[src/rtl/lsu_addr_gen.sv]
module lsu_addr_gen #(
  parameter int AW = 64
) (
  input  logic          clk,
  input  logic          rst_n,
  input  logic          in_valid,
  output logic          in_ready,
  input  logic [2:0]    cls,
  input  logic [2:0]    mode,
  input  logic [1:0]    size,
  input  logic [AW-1:0] base,
  input  logic [AW-1:0] pc,
  input  logic [AW-1:0] reg_off,
  input  logic [18:0]   imm,
  output logic          out_valid,
  input  logic          out_ready,
  output logic [AW-1:0] out_addr,
  output logic [AW-1:0] out_wb_data,
  output logic          out_wb_en,
  output logic          out_illegal,
  output logic          out_misalign
);
  localparam logic [2:0] C_SCALAR = 3'd0, C_VEC = 3'd1, C_PAIR = 3'd2,
                         C_PAIR_NT = 3'd3, C_EXCL = 3'd4;

  logic          is_pair, is_plain, use_pc, post, wb, legal, take;
  logic [AW-1:0] u12_s, s9, s7_s, lit_s, r64_s, r32_s, off, sum, ea;
  logic [3:0]    size_mask;

  assign is_pair  = (cls == C_PAIR) || (cls == C_PAIR_NT);
  assign is_plain = (cls == C_SCALAR) || (cls == C_VEC);

  assign u12_s = AW'(imm[11:0]) << size;
  assign s9    = {{(AW-9){imm[8]}}, imm[8:0]};
  assign s7_s  = {{(AW-7){imm[6]}}, imm[6:0]} << size;
  assign lit_s = {{(AW-19){imm[18]}}, imm} << 2;
  assign r64_s = imm[0] ? (reg_off << size) : reg_off;
  assign r32_s = imm[0] ? ({{(AW-32){reg_off[31]}}, reg_off[31:0]} << size)
                        : {{(AW-32){reg_off[31]}}, reg_off[31:0]};

  always_comb begin
    off    = '0;
    use_pc = 1'b0;
    post   = 1'b0;
    wb     = 1'b0;
    legal  = 1'b0;
    case (mode)
      3'd0: legal = (cls <= C_EXCL);
      3'd1: begin
        off   = is_pair ? s7_s : u12_s;
        legal = is_plain || is_pair;
      end
      3'd2, 3'd3: begin
        off   = is_pair ? s7_s : s9;
        post  = (mode == 3'd3);
        wb    = 1'b1;
        legal = is_plain || (cls == C_PAIR);
      end
      3'd4: begin
        off   = r64_s;
        legal = is_plain;
      end
      3'd5: begin
        off   = r32_s;
        legal = is_plain;
      end
      3'd6: begin
        off   = reg_off;
        post  = 1'b1;
        wb    = 1'b1;
        legal = (cls == C_VEC);
      end
      default: begin
        off    = lit_s;
        use_pc = 1'b1;
        legal  = is_plain && (size >= 2'd2);
      end
    endcase
  end

  assign sum       = (use_pc ? pc : base) + off;
  assign ea        = post ? base : sum;
  assign size_mask = 4'((5'd1 << size) - 5'd1);

  assign in_ready = !out_valid || out_ready;
  assign take     = in_valid && in_ready;

  always_ff @(posedge clk) begin
    if (!rst_n) begin
      out_valid    <= 1'b0;
      out_addr     <= '0;
      out_wb_data  <= '0;
      out_wb_en    <= 1'b0;
      out_illegal  <= 1'b0;
      out_misalign <= 1'b0;
    end else begin
      if (in_ready) out_valid <= in_valid;
      if (take) begin
        out_addr     <= legal ? ea : '0;
        out_wb_data  <= (legal && wb) ? sum : '0;
        out_wb_en    <= legal && wb;
        out_illegal  <= !legal;
        out_misalign <= legal && ((ea[3:0] & size_mask) != 4'd0);
      end
    end
  end
endmodule

[config.mk]
export PLATFORM = sky130hd
export DESIGN_NAME = lsu_addr_gen
export DESIGN_NICKNAME = d
export VERILOG_FILES = /design/src/rtl/lsu_addr_gen.sv
export SDC_FILE = /design/constraint.sdc
export NUM_CORES = 1
export LEC_CHECK = 0
export BUFFER_PORTS_ARGS = -buffer_cell sky130_fd_sc_hd__buf_2
export CAP_MARGIN = 0
export CORE_ASPECT_RATIO = 1.25
export CORE_UTILIZATION = 49
export DETAILED_ROUTE_END_ITERATION = 10
export GPL_TIMING_DRIVEN = 0
export HOLD_SLACK_MARGIN = 0.05
export PLACE_DENSITY = 0.89
export SYNTH_ARGS = -nofsm -noshare
export SYNTH_HDL_FRONTEND = slang
export SYNTH_SLANG_ARGS = --single-unit
export TNS_END_PERCENT = 20
[constraint.sdc]
create_clock -name clk -period 5.3 [get_ports clk]
set_input_delay 1.06 -clock clk [delete_from_list [all_inputs] [get_ports clk]]
set_output_delay 1.06 -clock clk [all_outputs]
set_load 0.01 [all_outputs]
==> metrics.md <==
| Metric | Value |
|---|---|
| Status | `complete, no violations` |
| Comb power frac | `46.8%` |
| Reg power frac | `24.7%` |
| Final worst path period share | `98.5%` |
| Ys flop type | `dfxtp_1` |
| Drt pass-1 iters | `9` |
| Detailed Route WL | `63.1 mm` |
| Commonest non-fill, non-tap cell in the layout | `nand2_1` |
| Via count | `16749` |
| Routed wire per std cell | `24.9 um` |
| Die width | `146 um` |
| Clk_lat worst skew | `440 ps` |
| Htree depth | `4` |
| Finished Core Util | `62.5%` |
| Max FO, Critical Path | `10` |
| Final Critical Period | `5220 ps` |
| Site Rows | `65` |
| Power density cells | `279 nW/um^2` |
| Slew headroom | `43.3%` |
| Area grow syn2layout | `25.0%` |
| Leakage power | `7.30 nW` |
| Share of layout cells above drive strength 1 | `23.6%` |
| Worst EP arrival | `5600 ps` |
| Fmax | `191 MHz` |
| Routability cong. | `1.03` |
| Reg area | `2640 sq um` |
| Seq/Total Area, Yosys | `20.9%` |
| CORE AREA | `25300 sq um` |
| Syn avg cell area | `6.95 sq um` |
| Post-Route Hold Slack | `450 ps` |
| First-pass GRT wire length | `93.5 mm` |
| Dpl hpwl | `50.3 mm` |
| Die height | `182 um` |
| CP startpoint kind | `input pin` |
| Initial antenna violation count | `0` |
| Reg clk slew, reported paths | `60 ps` |
| Synth Register Bits | `132` |
| Remaining DRCs | `0` |
| Clock tree from TritonCTS | `yes` |
| Slew Limit Fails | `0` |
| Slowest cell on crit path | `and4bb_1` |
| Req. time, crit path | `5680 ps` |
| Post-DRT Antenna Nets | `0` |
| Diode count | `0` |
| Worst Skew | `6.73 ps` |
| Die ar. | `26500 sq um` |
| Switch Pwr | `1.89 mW` |
| FFs w/ async S/R, synth | `0%` |
| Post-Syn Area | `12700 sq um` |
| CTS Buffer Depth | `2` |
| Num CTS Buffers | `17` |
| Footprint of the multi-input gates | `9660 sq um` |
| Warnings from Yosys | `0` |
| # IOs | `356` |
| Class of the worst hold path | `reg2reg` |
| Initial Util | `50.1%` |
| Most frequent cells in the layout | `nand2_1 (437), buf_2 (366), a21oi_1 (138)` |
| Pwr Total | `4.41 mW` |
| Port Buffers | `354` |
| Fin nets | `2477` |
| # clock sinks | `132` |
| Vias per cell | `6.60` |
| Critical path type | `in2reg` |
| Crit path largest cell delay | `430 ps` |
| Root buf cell | `clkbuf_16` |
| Worst vdd rail ir drop | `0.260 mV` |
| Netlist cell types | `82` |
| Switch share | `43.0%` |
| Maxcap violations | `0` |
| Fillers | `2358` |
| Gr ovfl total | `0` |
| Final hold violations | `0` |
| Crit-path cells | `buf_2, buf_6, and4bb_1, a221o_1, buf_4, buf_2, nand2_1, a32oi_1, ha_1, clkbuf_1, and3_1, a311oi_2, o31ai_2, a41oi_2, a2bb2oi_1, a21oi_1, xor2_2, a22o_1` |
| Int Pwr | `2.51 mW` |
| Syn_nets | `2110` |
| Critical path's most frequent cell | `buf_2` |
| GRT Overall Usage | `46.3%` |
| Number of synthesized flops with an enable pin | `0` |
| Worst setup EP type | `flip-flop` |
| Fin Setup TNS | `0 ps` |
| Clock network fraction of design power | `28.5%` |
| Largest net degree at the start of global routing | `20` |
| Final setup violation count | `0` |
| Initial detailed-routing violation count | `2016` |
| Vias in the first global route | `15989` |
| Slew @ Worst Pin | `846 ps` |
| # hold bufs at CTS | `0` |
| Cells after Synth | `1823` |
[critical path: cells and delay by family]
family,cells,cell delay (ps)
AO/OA/AOI/OAI,8,2130
buffers and inverters,5,1020
AND/OR/NAND/NOR,3,780
XOR/XNOR,1,330
adder cells (fa/ha/maj),1,280
[state kept, by name, summed over array words and instances (netlist names)]
name	count
out_wb_en	1
out_illegal	1
out_addr	64
out_misalign	1
out_valid	1
out_wb_data	64
[path summary, 6_finish.rpt]
kind                   start              end  slack, ps  depth (start not counted)
max                  mode[2]  out_wb_data[21]         80                         18
min          out_wb_data[56]  out_wb_data[56]        450                          2
max reg2reg        out_valid     out_addr[61]       2700                          8
min reg2reg  out_wb_data[56]  out_wb_data[56]        450                          2
[logic make-up after synthesis]
group | after synthesis | share of synthesized area, %
mux | 61 | 4.93
compound gates | 618 | 33.1
fa+ha+maj | 64 | 6.38
simple gates | 734 | 25.7
flops | 132 | 20.9
xor+xnor | 55 | 3.80
buf+inv | 159 | 5.22
[routing by layer]
layer	GRT usage, %	part of all wire, %
met5	0	0
met4	41.1	10
met3	7.31	8.9
met2	76.6	46
met1	51.5	35
[cells in the mapped netlist (32+ instances only)]
| cell | number | area, sq um |
|---|---|---|
| a22oi_1 | 65 | 488 |
| o21ai_0 | 114 | 571 |
| nor2_1 | 93 | 349 |
| a31oi_1 | 33 | 206 |
| a21oi_1 | 145 | 726 |
| xnor2_1 | 36 | 315 |
| ha_1 | 63 | 788 |
| nand3_1 | 33 | 165 |
| a22o_1 | 49 | 429 |
| a32oi_1 | 42 | 368 |
| mux2i_1 | 50 | 500 |
| nor2b_1 | 52 | 325 |
| nand2_1 | 437 | 1640 |
| a21o_1 | 32 | 240 |
| clkbuf_1 | 104 | 390 |
| dfxtp_1 | 132 | 2640 |
[metrics by stage]
step / setup WS [ps] / instances / area, sq um
floorplan: 184 / 1823 / 12700
CTS: 2.54 / 2542 / 15700
global placement: -1800 / 2512 / 14900
finish: 77.4 / 2538 / 15800
detailed placement: -1750 / 2512 / 14900
global route: -17.0 / 2538 / 15800
[cell type report]
type / count / area share, %
Buffer: 124 / 3.70
Clock buffer: 21 / 2.91
Clock inverter: 11 / 0.957
Inverter: 24 / 0.577
Multi-Input combinational cell: 1532 / 61.1
Sequential cell: 132 / 16.7
Tap cell: 335 / 2.65
Timing Repair Buffer: 359 / 11.4
[timing repair]
| action | 4_1_cts | 5_1_grt |
|---|---|---|
| resized for setup | 55 | 49 |
| buffers inserted | 2 | 3 |
| setup endpoints to repair | 112 | 59 |
| pin swaps | 4 | 5 |
[power groups by stage]
stage,Sequential (mW),Clock [mW],Combinational (mW)
6_report,1.09,1.26,2.06
2_1_floorplan,1.12,0,1.16
4_1_cts,1.08,1.24,1.94
5_1_grt,1.09,1.28,2.17
3_3_place_gp,1.10,0,1.88
3_5_place_dp,1.10,0,1.89
No activity file was read; power rests on OpenSTA's default activity.
